--- config.mk ---
export PLATFORM = sky130hd
export DESIGN_NAME = lbs_switch
export DESIGN_NICKNAME = d
export VERILOG_FILES = /design/src/rtl/lbs_pkg.sv /design/src/rtl/lbs_slot_counter.sv /design/src/rtl/lbs_cyclic_shift.sv /design/src/rtl/lbs_voq.sv /design/src/rtl/lbs_switch.sv
export SDC_FILE = /design/constraint.sdc
export NUM_CORES = 2
export LEC_CHECK = 0
export CAP_MARGIN = 20
export CORE_MARGIN = 2
export CORE_UTILIZATION = 50
export CTS_CLUSTER_SIZE = 14
export DETAILED_ROUTE_END_ITERATION = 6
export GPL_ROUTABILITY_DRIVEN = 0
export PLACE_DENSITY = 0.79
export REMOVE_ABC_BUFFERS = 1
export SLEW_MARGIN = 20
export SYNTH_ARGS = -nofsm -noshare
export SYNTH_HDL_FRONTEND = slang
export SYNTH_SLANG_ARGS = --single-unit
--- constraint.sdc ---
create_clock -name clk -period 5.31 [get_ports clk]
set_input_delay 1.062 -clock clk [delete_from_list [all_inputs] [get_ports clk]]
set_output_delay 1.062 -clock clk [all_outputs]
set_load 0.01 [all_outputs]
--- src/rtl/lbs_pkg.sv ---
package lbs_pkg;

    // Sum of two port indices on a ring of n ports.
    function automatic int unsigned ring_add(int unsigned a, int unsigned b, int unsigned n);
        return (a + b) % n;
    endfunction

endpackage

--- src/rtl/lbs_slot_counter.sv ---
module lbs_slot_counter #(
    parameter int N  = 4,
    parameter int SW = 2
) (
    input  logic          clk,
    input  logic          rst_n,
    output logic [SW-1:0] slot
);
    typedef struct packed {
        logic [SW-1:0] slot;
    } state_t;

    state_t st_d, st_q;

    always_comb begin
        st_d = st_q;
        if (st_q.slot == SW'(N - 1)) st_d.slot = '0;
        else                         st_d.slot = st_q.slot + 1'b1;
    end

    always_ff @(posedge clk) begin
        if (!rst_n) st_q <= '0;
        else        st_q <= st_d;
    end

    assign slot = st_q.slot;

    // one step per cell time, wrapping at N
    a_r1_slot_step: assert property (@(posedge clk) disable iff (!rst_n)
        $past(rst_n) |-> (slot == (($past(slot) == SW'(N - 1)) ? '0 : $past(slot) + 1'b1)));

endmodule

--- src/rtl/lbs_cyclic_shift.sv ---
module lbs_cyclic_shift
    import lbs_pkg::*;
#(
    parameter int N  = 4,
    parameter int W  = 8,
    parameter int SW = 2
) (
    input  logic [N-1:0][W-1:0] src,
    input  logic [SW-1:0]       slot,
    output logic [N-1:0][W-1:0] dst
);
    // Source i reaches destination (i + slot) mod N, so destination j
    // takes source (j - slot) mod N.
    for (genvar j = 0; j < N; j++) begin : g_lane
        always_comb begin
            dst[j] = src[ring_add(j, N - int'(slot), N)];
        end
    end

endmodule

--- src/rtl/lbs_voq.sv ---
module lbs_voq #(
    parameter int DEPTH = 4,
    parameter int W     = 8
) (
    input  logic         clk,
    input  logic         rst_n,
    input  logic         push,
    input  logic         pop,
    input  logic [W-1:0] wdata,
    output logic         full,
    output logic         empty,
    output logic [W-1:0] head
);
    localparam int PTR_W = (DEPTH > 1) ? $clog2(DEPTH) : 1;
    localparam int CNT_W = $clog2(DEPTH + 1);

    typedef struct packed {
        logic [DEPTH-1:0][W-1:0] mem;
        logic [PTR_W-1:0]        wp;
        logic [PTR_W-1:0]        rp;
        logic [CNT_W-1:0]        cnt;
    } state_t;

    state_t st_d, st_q;
    logic   do_push, do_pop;

    assign full    = (st_q.cnt == CNT_W'(DEPTH));
    assign empty   = (st_q.cnt == '0);
    assign head    = st_q.mem[st_q.rp];
    assign do_push = push && !full;
    assign do_pop  = pop && !empty;

    always_comb begin
        st_d = st_q;
        if (do_push) begin
            st_d.mem[st_q.wp] = wdata;
            st_d.wp = (st_q.wp == PTR_W'(DEPTH - 1)) ? '0 : st_q.wp + 1'b1;
        end
        if (do_pop) begin
            st_d.rp = (st_q.rp == PTR_W'(DEPTH - 1)) ? '0 : st_q.rp + 1'b1;
        end
        case ({do_push, do_pop})
            2'b10:   st_d.cnt = st_q.cnt + 1'b1;
            2'b01:   st_d.cnt = st_q.cnt - 1'b1;
            default: st_d.cnt = st_q.cnt;
        endcase
    end

    always_ff @(posedge clk) begin
        if (!rst_n) st_q <= '0;
        else        st_q <= st_d;
    end

    // occupancy never exceeds the configured depth
    a_r7_no_overflow: assert property (@(posedge clk) disable iff (!rst_n)
        st_q.cnt <= CNT_W'(DEPTH));
    // the server only draws from a queue that holds a cell
    a_r4_pop_has_cell: assert property (@(posedge clk) disable iff (!rst_n)
        pop |-> !empty);
    // an accepted cell without a service is still held next slot
    a_r6_push_held: assert property (@(posedge clk) disable iff (!rst_n)
        (push && !full && !pop) |=> !empty);

endmodule

--- src/rtl/lbs_switch.sv ---
module lbs_switch
    import lbs_pkg::*;
#(
    parameter int N_PORTS   = 4,
    parameter int PAYLOAD_W = 8,
    parameter int VOQ_DEPTH = 4,
    parameter int DROP_W    = 8,
    localparam int DEST_W   = $clog2(N_PORTS)
) (
    input  logic                                 clk,
    input  logic                                 rst_n,
    input  logic [N_PORTS-1:0]                   in_valid,
    input  logic [N_PORTS-1:0][DEST_W-1:0]       in_dest,
    input  logic [N_PORTS-1:0][PAYLOAD_W-1:0]    in_data,
    output logic [N_PORTS-1:0]                   out_valid,
    output logic [N_PORTS-1:0][PAYLOAD_W-1:0]    out_data,
    output logic [DEST_W-1:0]                    slot,
    output logic [N_PORTS-1:0][DROP_W-1:0]       drop_count
);
    localparam int CELL_W = 1 + DEST_W + PAYLOAD_W;
    localparam int SRV_W  = 1 + PAYLOAD_W;

    logic [N_PORTS-1:0][CELL_W-1:0]                  arr_cell, mid_cell;
    logic [N_PORTS-1:0][N_PORTS-1:0]                 voq_push, voq_pop, voq_full, voq_empty;
    logic [N_PORTS-1:0][N_PORTS-1:0][PAYLOAD_W-1:0]  voq_head;
    logic [N_PORTS-1:0][DEST_W-1:0]                  serve_sel;
    logic [N_PORTS-1:0][SRV_W-1:0]                   served, out_cell;
    logic [N_PORTS-1:0]                              dropped;

    typedef struct packed {
        logic [N_PORTS-1:0]                valid;
        logic [N_PORTS-1:0][PAYLOAD_W-1:0] data;
        logic [N_PORTS-1:0][DROP_W-1:0]    drops;
    } state_t;

    state_t st_d, st_q;

    lbs_slot_counter #(.N(N_PORTS), .SW(DEST_W)) u_slot (
        .clk(clk), .rst_n(rst_n), .slot(slot)
    );

    // Stage one: spread arrivals by the current shift
    always_comb begin
        for (int i = 0; i < N_PORTS; i++) begin
            arr_cell[i] = {in_valid[i], in_dest[i], in_data[i]};
        end
    end

    lbs_cyclic_shift #(.N(N_PORTS), .W(CELL_W), .SW(DEST_W)) u_stage1 (
        .src(arr_cell), .slot(slot), .dst(mid_cell)
    );

    // Per-destination queues at each intermediate port
    for (genvar k = 0; k < N_PORTS; k++) begin : g_mid
        always_comb begin
            serve_sel[k] = DEST_W'(ring_add(k, int'(slot), N_PORTS));
        end
        for (genvar d = 0; d < N_PORTS; d++) begin : g_dst
            assign voq_push[k][d] = mid_cell[k][CELL_W-1]
                                 && (mid_cell[k][PAYLOAD_W +: DEST_W] == DEST_W'(d));
            assign voq_pop[k][d]  = (serve_sel[k] == DEST_W'(d)) && !voq_empty[k][d];

            lbs_voq #(.DEPTH(VOQ_DEPTH), .W(PAYLOAD_W)) u_voq (
                .clk(clk), .rst_n(rst_n),
                .push(voq_push[k][d]), .pop(voq_pop[k][d]),
                .wdata(mid_cell[k][PAYLOAD_W-1:0]),
                .full(voq_full[k][d]), .empty(voq_empty[k][d]),
                .head(voq_head[k][d])
            );
        end
        always_comb begin
            served[k] = {!voq_empty[k][serve_sel[k]], voq_head[k][serve_sel[k]]};
        end
    end

    // Stage two: same shift, from intermediate ports to outputs
    lbs_cyclic_shift #(.N(N_PORTS), .W(SRV_W), .SW(DEST_W)) u_stage2 (
        .src(served), .slot(slot), .dst(out_cell)
    );

    // Discard detection, seen from the arriving input
    always_comb begin
        for (int i = 0; i < N_PORTS; i++) begin
            dropped[i] = in_valid[i]
                      && voq_full[ring_add(i, int'(slot), N_PORTS)][in_dest[i]];
        end
    end

    always_comb begin
        st_d = st_q;
        for (int o = 0; o < N_PORTS; o++) begin
            st_d.valid[o] = out_cell[o][PAYLOAD_W];
            st_d.data[o]  = out_cell[o][PAYLOAD_W-1:0];
        end
        for (int i = 0; i < N_PORTS; i++) begin
            if (dropped[i]) st_d.drops[i] = st_q.drops[i] + 1'b1;
        end
    end

    always_ff @(posedge clk) begin
        if (!rst_n) st_q <= '0;
        else        st_q <= st_d;
    end

    assign out_valid  = st_q.valid;
    assign out_data   = st_q.data;
    assign drop_count = st_q.drops;

    for (genvar i = 0; i < N_PORTS; i++) begin : g_chk
        // a discard adds exactly one to the arriving port's counter
        a_r7_drop_step: assert property (@(posedge clk) disable iff (!rst_n)
            dropped[i] |=> (drop_count[i] == $past(drop_count[i]) + 1'b1));
        // no discard leaves the counter untouched
        a_r7_drop_hold: assert property (@(posedge clk) disable iff (!rst_n)
            (!dropped[i] && $past(rst_n)) |=> $stable(drop_count[i]));
    end

endmodule

==> impl_summary.log <==
[metrics] outcome: complete, no violations
[metrics] final instance count without filler cells: approximately 4500
[metrics] die outline width: about 270 um
[metrics] number of buffers inserted during clock tree synthesis: 73
[metrics] post-detailed-route via-to-cell ratio: a little over 6
[metrics] Comb pwr share: roughly 22%
[metrics] num rows: 96
[metrics] Total Routed Length: between 90 and 100 mm
[metrics] total number of yosys warnings: 0
[metrics] Max transition margin: between 20 and 25%
[metrics] Ant. Diodes: 0
[metrics] number of fill cells: about 5700
[metrics] fraction of power consumed by the clock network: between 30% and 40%
[metrics] total of hold buffers inserted after clock tree synthesis: 0
[metrics] Final #Nets: 3740
[metrics] Primary FF master, synth: sky130_fd_sc_hd__dfxtp_1
[metrics] clock root buffer: sky130_fd_sc_hd__clkbuf_16
[metrics] synth cell count leaders: sky130_fd_sc_hd__dfxtp_1 (694), sky130_fd_sc_hd__a21oi_1 (419), sky130_fd_sc_hd__nor2_1 (353), sky130_fd_sc_hd__mux2i_1 (344), sky130_fd_sc_hd__nand2_1 (336)
[metrics] crit end category: flop
[metrics] Gate Count Post-Synth: ~3600
[metrics] highest net fanout along the worst path: 35
[metrics] fraction of layout cells with a size suffix above 1: between 10% and 20%
[metrics] Post-DP HPWL: approximately 60 mm
[metrics] Netlist cell types: 68
[metrics] path type of the worst min-delay path: reg2reg
[metrics] worst ir drop on vdd: 238.0 uV
[metrics] endpoint required time on the critical path: roughly 6 ns
[metrics] final core utilization: a little under three fifths
[metrics] initial core utilization: 50.28%
[metrics] Net Switching: ~4.5 mW
[metrics] highest attainable clock frequency: about 0.24 GHz
[metrics] Overflow after GRT: 0
[metrics] vertical die dimension: 265.9 um
[metrics] most frequently used cell type in the post-synthesis netlist: sky130_fd_sc_hd__dfxtp_1
[metrics] number of enable-type register cells in the synthesized netlist: 0
[metrics] htree depth: 3
[metrics] clock transition time at the flip-flop clock pins of the worst setup and hold paths: 0.06 ns
[metrics] TritonCTS clock tree: done
[metrics] total negative slack for setup checks: 0 ns
[metrics] placed instance count: roughly 4400
[metrics] area share of the largest cell type after synthesis: about 41%
[metrics] vias after detailed routing: roughly 28000
[metrics] unrepaired setup endpoints after global routing: no
[metrics] average wire length per cell after detail routing: 20.35 um
[metrics] number of buffer cells added on primary ports: 115
[metrics] Switching Fraction: about a third
[metrics] cell accounting for the most synthesized area: sky130_fd_sc_hd__dfxtp_1
[metrics] number of antenna-violating nets in the routed design: 0
[metrics] start-to-end type of the worst setup path: reg2reg
[metrics] first-pass GRT wire length: between 100 and 150 mm
[metrics] final cycle utilization of the critical path: 78.37%
[metrics] area overhead of the layout relative to synthesis: 11.05%
[metrics] number of cells upsized or downsized after cts: 0
[metrics] vias in the first global route: between 20000 and 30000
[metrics] Core Box Area: between 60000 and 70000 um^2
[metrics] worst setup skew after layout: 0.02980 ns
[metrics] number of buffers on the longest clock path: 3
[metrics] TritonRoute pass-1 iters: 7
[metrics] async set-or-reset flop fraction in the synthesized netlist: 0%
[metrics] CP Data Arrival Time: around 4.7 ns
[metrics] die footprint: between 70000 and 80000 um^2
[metrics] P_leak: roughly 15 nW
[metrics] FF+latch count, synth: roughly 690
[metrics] number of violations reported at the end of detailed-routing iteration 0: approximately 3200
[metrics] GR Util All Layers: around a quarter
[metrics] initial antenna violation count: 0
[metrics] share of total power in sequential cells: between 40% and 50%
[metrics] startpoint type of the worst setup path: flop
[metrics] clock latency on the worst-skew pair: ~0.63 ns
[metrics] transition at the pin with the smallest max-transition slack: about 1.2 ns
[metrics] Min Hold Slack: 0.4512 ns
[metrics] number of DRC violations after detailed routing: 0
[metrics] top cells by area in the synthesized netlist: sky130_fd_sc_hd__dfxtp_1 (41%), sky130_fd_sc_hd__mux4_2 (12%), sky130_fd_sc_hd__mux2i_1 (10%)
[metrics] internal power: 9.736 mW
[metrics] sequential share of the synthesized area: roughly two fifths
[metrics] final setup violation count: 0
[metrics] Final min period: approximately 4.2 ns
[metrics] mean post-synth cell area: between 9 and 10 um^2
[metrics] ratio of total power to cell area: 372.9 nW/um^2
[metrics] pin count of the biggest net entering global routing: 160
[metrics] final count of hold timing violations: 0
[metrics] count of final max-slew check failures: 0
[metrics] I/O pin count: 116
[metrics] clk sink count: ~700
[metrics] max-capacitance violation count: 0
[metrics] cell area after synthesis: ~34000 um^2
[metrics] Post-CTS Repair Setup Buffers: 0
[registers in the layout (all words and copies together) (netlist names)]
| name | count |
|---|---|
| out_data | 32 |
| drop_count | 32 |
| g_mid.g_dst.u_voq.st_q | 624 |
| out_valid | 4 |
| u_slot.slot | 2 |
[metrics by stage]
stage / total power, mW / setup slack [ns] / area [um^2]
after floorplan: 7.845 / -3.698 / 32990
after global placement: 8.852 / 0.9708 / 35620
after detailed placement: 8.917 / 0.8801 / 35620
after CTS: 14.19 / 1.225 / 38090
after global routing: 14.74 / 0.9726 / 38090
final: 14.20 / 1.148 / 38090
[logic make-up after synthesis]
family	share of synthesized area [%]
AO/OA/AOI/OAI	11.28
AND/OR/NAND/NOR	15.12
multiplexers	22.01
adder cells (fa/ha/maj)	4.873
buffers and inverters	5.399
XOR/XNOR	0.8171
flip-flops	40.50
[cells in the final DEF, fill, tap and decap left out, drive strengths merged, types with 3 or more instances in the layout]
cell	Yosys	final
a21oi	419	419
clkbuf	184	95
clkdlybuf4s50	0	114
fa	16	16
nor2	353	353
o2111ai	18	18
mux4	182	182
a2111oi	11	11
or3b	9	9
inv	140	146
and3	4	4
or3	26	26
nor4b	7	7
ha	108	108
nor4	7	7
and2	3	3
o21ai	153	153
clkinv	0	18
xor2	32	32
nand2	337	337
o211ai	4	4
nand4	4	4
nor3b	16	16
nor3	29	29
dfxtp	694	694
o31ai	7	7
bufinv	0	8
nand2b	33	33
a211oi	39	39
mux2i	344	344
buf	96	40
nand3	313	313
[worst paths after layout]
kind	cells past startpoint	endpoint	from	slack (ns)
max	12	g_mid[3].g_dst[2].u_voq.st_q[2]	u_slot.slot[0]	1.15
min reg2reg	2	g_mid[2].g_dst[0].u_voq.st_q[29]	g_mid[2].g_dst[0].u_voq.st_q[29]	0.45
max reg2reg	12	g_mid[3].g_dst[2].u_voq.st_q[2]	u_slot.slot[0]	1.15
min	2	g_mid[2].g_dst[0].u_voq.st_q[29]	g_mid[2].g_dst[0].u_voq.st_q[29]	0.45
[worst max-delay path, stage by stage (launching register included)]
cell	delay, ns
sky130_fd_sc_hd__dfxtp_4	0.37
sky130_fd_sc_hd__buf_4	0.51
sky130_fd_sc_hd__ha_1	0.62
sky130_fd_sc_hd__nor2_1	0.27
sky130_fd_sc_hd__mux4_2	0.50
sky130_fd_sc_hd__a2111oi_4	0.45
sky130_fd_sc_hd__inv_4	0.22
sky130_fd_sc_hd__ha_1	0.28
sky130_fd_sc_hd__inv_1	0.08
sky130_fd_sc_hd__fa_1	0.17
sky130_fd_sc_hd__xor2_1	0.09
sky130_fd_sc_hd__or3_1	0.32
sky130_fd_sc_hd__a21oi_1	0.17
[power groups by stage]
| stage | Combinational, mW | Clock [mW] | Sequential (mW) |
|---|---|---|---|
| after floorplan | 1.96 | 0 | 5.89 |
| final | 3.08 | 5.30 | 5.82 |
| after global placement | 2.93 | 0 | 5.92 |
| after detailed placement | 2.99 | 0 | 5.93 |
| after CTS | 3.01 | 5.35 | 5.82 |
| after global routing | 3.28 | 5.58 | 5.87 |
[layout make-up]
type / count / area (um^2) / area share, %
clock buffers: 95 / 2051 / 5.384
multi-input cells: 2507 / 18600 / 48.82
inverters: 140 / 545.5 / 1.432
flip-flops and latches: 694 / 13900 / 36.48
clock inverters: 33 / 420.4 / 1.104
repair buffers: 154 / 1476 / 3.876
well taps: 882 / 1104 / 2.897
[metal layers]
metal | vias to the layer above | routed length, um | GRT usage [%]
met5 | - | 0 | 0
met4 | 0 | 3473 | 10.66
met3 | 197 | 8903 | 4.621
met2 | 1304 | 40080 | 39.03
met1 | 13400 | 39240 | 36.04
li1 | 12710 | - | -
Power figures use the tool's default switching activity.
